==> src/rtl/way2_pkg.sv <==
package way2_pkg;

    // Replacement state of one set: which way is the least recently used.
    typedef enum logic {
        EVICT_W0 = 1'b0,
        EVICT_W1 = 1'b1
    } repl_state_e;

endpackage

==> src/rtl/way2_tag_bank.sv <==
module way2_tag_bank #(
    parameter int SETS  = 8,
    parameter int IDX_W = 3,
    parameter int TAG_W = 9
) (
    input  logic             clk,
    input  logic             rst_n,
    input  logic [IDX_W-1:0] lk_idx,
    input  logic [TAG_W-1:0] lk_tag,
    input  logic             wr_en,
    input  logic [IDX_W-1:0] wr_idx,
    input  logic [TAG_W-1:0] wr_tag,
    output logic             lk_valid,
    output logic             lk_match
);

    logic [TAG_W-1:0] tag_q [SETS];
    logic [SETS-1:0]  vld_q;

    always_ff @(posedge clk or negedge rst_n) begin
        if (!rst_n) begin
            vld_q <= '0;
        end else if (wr_en) begin
            vld_q[wr_idx] <= 1'b1;
        end
    end

    always_ff @(posedge clk) begin
        if (wr_en) begin
            tag_q[wr_idx] <= wr_tag;
        end
    end

    // One comparator for this way.
    always_comb begin
        lk_valid = vld_q[lk_idx];
        lk_match = lk_valid && (tag_q[lk_idx] == lk_tag);
    end


    fill_sets_valid_chk: assert property (@(posedge clk) disable iff (!rst_n)
        wr_en |=> vld_q[$past(wr_idx)]);


    fill_sets_tag_chk: assert property (@(posedge clk) disable iff (!rst_n)
        wr_en |=> (tag_q[$past(wr_idx)] == $past(wr_tag)));

endmodule

==> src/rtl/way2_repl_set.sv <==
module way2_repl_set
    import way2_pkg::*;
(
    input  logic clk,
    input  logic rst_n,
    input  logic touch,
    input  logic touch_way,
    output logic evict_way
);

    repl_state_e st_q;
    repl_state_e st_nxt;

    // State register
    always_ff @(posedge clk or negedge rst_n) begin
        if (!rst_n) begin
            st_q <= EVICT_W1;
        end else begin
            st_q <= st_nxt;
        end
    end

    // Transitions: use-0, use-1, hold
    always_comb begin
        st_nxt = st_q;
        unique case (st_q)
            EVICT_W0: if (touch && !touch_way) st_nxt = EVICT_W1;
            EVICT_W1: if (touch && touch_way)  st_nxt = EVICT_W0;
        endcase
    end

    // Output
    always_comb begin
        evict_way = (st_q == EVICT_W1);
    end


    lru_hold_chk: assert property (@(posedge clk) disable iff (!rst_n)
        !touch |=> $stable(st_q));


    lru_other_chk: assert property (@(posedge clk) disable iff (!rst_n)
        touch |=> (evict_way != $past(touch_way)));

endmodule

==> src/rtl/way2_victim.sv <==
module way2_victim (
    input  logic vld0,
    input  logic vld1,
    input  logic lru_way,
    output logic victim
);

    // Invalid way first, way 0 when both are empty, otherwise LRU.
    always_comb begin
        victim = 1'b0;
        unique case ({vld1, vld0})
            2'b00: victim = 1'b0;
            2'b01: victim = 1'b1;
            2'b10: victim = 1'b0;
            2'b11: victim = lru_way;
        endcase
    end

endmodule

==> src/rtl/way2_lookup.sv <==
module way2_lookup #(
    parameter int BLK_W = 12,
    parameter int SETS  = 8
) (
    input  logic             clk,
    input  logic             rst_n,
    input  logic             req_valid,
    input  logic [BLK_W-1:0] req_blk,
    input  logic             fill_valid,
    input  logic [BLK_W-1:0] fill_blk,
    input  logic             fill_way,
    output logic             rsp_valid,
    output logic             rsp_hit,
    output logic             rsp_way
);

    localparam int IDX_W = (SETS > 1) ? $clog2(SETS) : 1;
    localparam int TAG_W = BLK_W - IDX_W;

    logic [IDX_W-1:0] req_idx;
    logic [TAG_W-1:0] req_tag;
    logic [IDX_W-1:0] fill_idx;
    logic [TAG_W-1:0] fill_tag;

    // set = block modulo SETS (power of two), tag = remaining bits
    always_comb begin
        req_idx  = req_blk[IDX_W-1:0];
        req_tag  = req_blk[BLK_W-1:IDX_W];
        fill_idx = fill_blk[IDX_W-1:0];
        fill_tag = fill_blk[BLK_W-1:IDX_W];
    end

    logic [1:0] way_vld;
    logic [1:0] way_hit;

    for (genvar w = 0; w < 2; w++) begin : g_way
        way2_tag_bank #(
            .SETS  (SETS),
            .IDX_W (IDX_W),
            .TAG_W (TAG_W)
        ) u_bank (
            .clk      (clk),
            .rst_n    (rst_n),
            .lk_idx   (req_idx),
            .lk_tag   (req_tag),
            .wr_en    (fill_valid && (fill_way == 1'(w))),
            .wr_idx   (fill_idx),
            .wr_tag   (fill_tag),
            .lk_valid (way_vld[w]),
            .lk_match (way_hit[w])
        );
    end

    logic hit_any;
    logic hit_way;

    always_comb begin
        hit_any = |way_hit;
        hit_way = way_hit[1];
    end

    logic [SETS-1:0] set_evict;

    for (genvar s = 0; s < SETS; s++) begin : g_set
        logic hit_here;
        logic fill_here;

        // a hit in this set wins over a fill in the same cycle
        always_comb begin
            hit_here  = req_valid && hit_any && (req_idx == IDX_W'(s));
            fill_here = fill_valid && (fill_idx == IDX_W'(s));
        end

        way2_repl_set u_repl (
            .clk       (clk),
            .rst_n     (rst_n),
            .touch     (hit_here || fill_here),
            .touch_way (hit_here ? hit_way : fill_way),
            .evict_way (set_evict[s])
        );
    end

    logic victim;

    way2_victim u_victim (
        .vld0    (way_vld[0]),
        .vld1    (way_vld[1]),
        .lru_way (set_evict[req_idx]),
        .victim  (victim)
    );

    always_ff @(posedge clk or negedge rst_n) begin
        if (!rst_n) begin
            rsp_valid <= 1'b0;
            rsp_hit   <= 1'b0;
            rsp_way   <= 1'b0;
        end else begin
            rsp_valid <= req_valid;
            rsp_hit   <= req_valid && hit_any;
            rsp_way   <= req_valid && (hit_any ? hit_way : victim);
        end
    end


    rsp_follow_chk: assert property (@(posedge clk) disable iff (!rst_n)
        req_valid |=> rsp_valid);


    rsp_quiet_chk: assert property (@(posedge clk) disable iff (!rst_n)
        !req_valid |=> (!rsp_valid && !rsp_hit && !rsp_way));


    hit_reported_chk: assert property (@(posedge clk) disable iff (!rst_n)
        (req_valid && hit_any) |=> (rsp_hit && (rsp_way == $past(hit_way))));


    invalid_first_chk: assert property (@(posedge clk) disable iff (!rst_n)
        (req_valid && !hit_any && ($countones(way_vld) == 1)) |=> (rsp_way == $past(way_vld[0])));

endmodule

==> config.mk <==
export PLATFORM = sky130hd
export DESIGN_NAME = way2_lookup
export DESIGN_NICKNAME = d
export VERILOG_FILES = /design/src/rtl/way2_pkg.sv /design/src/rtl/way2_tag_bank.sv /design/src/rtl/way2_repl_set.sv /design/src/rtl/way2_victim.sv /design/src/rtl/way2_lookup.sv
export SDC_FILE = /design/constraint.sdc
export NUM_CORES = 1
export LEC_CHECK = 0
export BUFFER_PORTS_ARGS = -buffer_cell sky130_fd_sc_hd__buf_4
export CORE_MARGIN = 4
export CORE_UTILIZATION = 50
export CTS_BUF_LIST = sky130_fd_sc_hd__clkbuf_4
export CTS_CLUSTER_SIZE = 28
export DETAILED_ROUTE_END_ITERATION = 6
export PLACE_DENSITY = 0.69
export REMOVE_ABC_BUFFERS = 1
export SETUP_SLACK_MARGIN = 0.5
export SYNTH_ARGS = -nofsm -noshare
export SYNTH_HDL_FRONTEND = slang
export SYNTH_HIERARCHICAL = 1
export SYNTH_SLANG_ARGS = --single-unit
==> constraint.sdc <==
create_clock -name clk -period 3.1 [get_ports clk]
set_input_delay 0.465 -clock clk [delete_from_list [all_inputs] [get_ports clk]]
set_output_delay 0.465 -clock clk [all_outputs]
set_load 0.1 [all_outputs]
==> metrics <==
status finished clean; global placement routability congestion 0.927; P&R area growth vs syn 17.0%; # H-tree levels 4; reg2reg start g_way[0].u_bank/tag_q[2][3]; row cnt 43; synthesized area per cell 19.1 µm²; Post-synth ARST share 15.8%; Clock Latency Late Sink 0.55 ns; RSZ-0062 raised after global routing true; Fin. Hold Viols 0; number of library cell types mapped by synthesis 34; Die Y 127 µm; Leak ~2.9 nW; Antenna diodes 0; share of layout cells above drive strength 1 42.7%; Core Box Area 13900 µm²; DR DRC count 0; Clk pin slew, worst setup/hold paths between 0.1 and 0.15 ns; GR Util All Layers 19.0%; Sw Ratio 23.2%; crit path max fanout 6; PortBufs 31; Routed WL 14400 µm; Post-DP Area 7920 µm²; clock share of power 31.3%; DRT iter0 DRCs 312; initial antenna violation count 0; clock sink total ~170; Tot Pwr 4.56 mW; TritonCTS clock tree built; TritonRoute pass-1 iters 5; switching power 1.06 mW; startpoint types flop; Clock Path Buffers 2; Final Setup Violations 0; Worst Skew roughly 0.010 ns; # Max-Cap Violations 0; Max IR drop VDD 0.000338 V; sequential power share between 50% and 60%; die area 16200 µm²; CP startpoint g_way[0].u_bank/tag_q[2][3]; Nets approximately 490; Final ANT Viol Nets 0; sequential share of the synthesized area approximately 70%; Max Slew Vio Count 0; DR vias 3692; Num CTS Buffers 17; Fill cells 1012; Syn Inst Count about 370; internal power 3.51 mW; Worst Min Path Start fill_blk[8]; Buf+Inv Stages, Crit Path 1; critical path type reg -> reg; Crit. End Element flop; min Tclk post-route roughly 2.7 ns; Max stage delay cell, worst path mux4_2; Root Driver clkbuf_4; Logic pwr share 10.7%; Top FF cell, synth edfxtp_1; FMAX 374 MHz; worst hold path class in -> reg; Ys Warns 6; Critical Path AT 3.15 ns; pwr/cell area approximately 550 nW/µm²; top cell family by delay on the critical path multiplexers; Post-synth EDFFs 144; worst relative slew slack between 20% and 30%; flops & latches, synth between 150 and 200; post-route cell area 8340 µm²; Die W 127 µm; Worst Tran Pin Value 1.11 ns; Initial Util 51.2%; vias in the first global route just under 4000; global-route wire length before repair 22600 µm; Final Cycle Share between 80% and 90%; global route overflow 0; Detail Placement HPWL a little under 10000 µm; Synth Cell Area between 7000 and 8000 µm²; wire per inst 22.0 µm; crit-path cells mux4_2, mux2i_4, xor2_1, nand4_1, nor3_2, buf_4, o21ai_2, nor3_1, mux2_2, a21oi_1; pin count of the biggest net entering global routing 28; Vias per Instance 5.64; CP required between 3 and 4 ns; CP max stage delay 0.50 ns; I/O pin cnt 32
## cell families (layout without fill, tap and decap cells)
logic type             Yosys count  count (layout)  share of synthesized area (%)
multiplexers                    71              71                           18.2
AND/OR/NAND/NOR                 80              80                           5.93
XOR/XNOR                        18              18                           2.21
AO/OA/AOI/OAI                   19              19                           1.82
buffers and inverters           15             116                           1.67
flip-flops                     171             171                           70.2
## final timing paths
| check | to | slack, ns | depth (start not counted) |
|---|---|---|---|
| worst max-delay path | flop | 0.43 | 10 |
| worst min-delay path | g_way[1].u_bank/tag_q[6][5] | 0.21 | 1 |
| worst max register to register | flop | 0.43 | 10 |
| worst min register to register | g_way[0].u_bank/vld_q[0] | 0.48 | 1 |
| max in group asynchronous | async pin | 2.42 | 2 |
| min in group asynchronous | g_way[0].u_bank/vld_q[2] | 0.35 | 2 |
## worst reg2reg max path, delay by kind of cell (launching register included)
kind                   cells  cell delay (ns)
AND/OR/NAND/NOR            3             0.59
multiplexers               3             1.04
buffers and inverters      1             0.16
XOR/XNOR                   1             0.17
flip-flops                 1             0.39
AO/OA/AOI/OAI              2             0.26
## final cells by class
type                    count  area (µm²)  share of cell area [%]
clock buffers              17         128                    1.53
well taps                 180         225                    2.70
clock inverters            15         209                    2.50
inverters                   2        7.51                  0.0900
flip-flops and latches    171        5010                    60.0
multi-input cells         188        2070                    24.8
repair buffers             82         699                    8.38
## metrics by stage
step,std cells,utilization (%),worst slack (ns),setup TNS [ns],hold slack [ns]
2_1_floorplan,361,-,0.229,0,0.169
3_3_place_gp,620,56.8,-0.197,-1.20,0.397
3_5_place_dp,620,56.8,-0.245,-1.60,0.411
4_1_cts,654,59.5,0.414,0,0.00763
5_1_grt,655,59.9,0.301,0,0.157
6_report,655,59.9,0.429,0,0.209
## Yosys cell counts (2+ instances only)
| cell type | n | area share (%) |
|---|---|---|
| mux4_1 | 11 | 4.1 |
| mux2_2 | 9 | 1.4 |
| or2_2 | 17 | 1.5 |
| a21oi_1 | 8 | 0.56 |
| inv_1 | 2 | 0.11 |
| nor3_2 | 2 | 0.28 |
| dfstp_2 | 8 | 2.9 |
| xor2_1 | 18 | 2.2 |
| mux2i_1 | 18 | 2.5 |
| buf_12 | 2 | 0.56 |
| nand2_1 | 9 | 0.47 |
| dfrtp_1 | 19 | 6.7 |
| edfxtp_1 | 144 | 61 |
| buf_2 | 6 | 0.42 |
| nor2_1 | 23 | 1.2 |
| nand4_1 | 4 | 0.35 |
| clkbuf_1 | 2 | 0.11 |
| mux4_2 | 31 | 9.8 |
| nand2b_1 | 11 | 0.96 |
| nor3_1 | 8 | 0.56 |
| o22ai_1 | 6 | 0.53 |
| nor2b_1 | 2 | 0.18 |
| buf_6 | 3 | 0.47 |
## per-layer routing
layer  wire (µm)  share of wire [%]  global-route usage (%)  vias to the layer above
li1            -                  -                       -                     1669
met1        6310                 44                    27.1                     1890
met4         207                1.4                    6.75                        0
met3         803                5.6                    4.06                       15
met2        7090                 49                    29.3                      118
met5           0                  0                       0                        -
## power by group through the flow
stage                     clock network (mW)  registers (mW)  logic, mW
after floorplan                            0            2.71      0.230
after global placement                     0            2.69      0.465
after detailed placement                   0            2.70      0.473
after CTS                               1.48            2.65      0.483
after global routing                    1.59            2.66      0.525
final                                   1.43            2.65      0.488
## cell usage in the layout, fill, tap and decap left out, types with 3 or more instances in the layout
cell type and count:
edfxtp_1 144, buf_4 73, mux4_2 35, nor2_1 20
dfrtp_1 19, xor2_1 18, or2_2 17, clkbuf_4 17
mux2i_1 12, nand2b_1 11, mux2_2 9, nand2_1 9
nor3_1 8, dfstp_2 8, mux4_1 7, inv_6 6
buf_12 6, a21oi_1 5, mux2i_2 5, bufinv_16 4
nand4_1 4, o22ai_2 3, o22ai_1 3, nor2_2 3
clkinv_4 3, a21oi_2 3
## flip-flops by register name, summed over array words and instances, names as in the netlist, named ones only
signal and count:
g_way.u_bank/tag_q 144, g_way.u_bank/vld_q 16, rsp_hit 1, rsp_valid 1, rsp_way 1
## repair_timing
| action | in CTS | in global routing |
|---|---|---|
| hold buffers | 1 | 1 |
| pin swaps | 6 | 6 |
| gates resized for setup | 13 | 9 |
| setup buffers | 1 | 0 |
| endpoints found under the setup margin | 8 | 8 |
| hold endpoints to repair | 19 | 1 |
No activity file was read; power rests on OpenSTA's default activity.
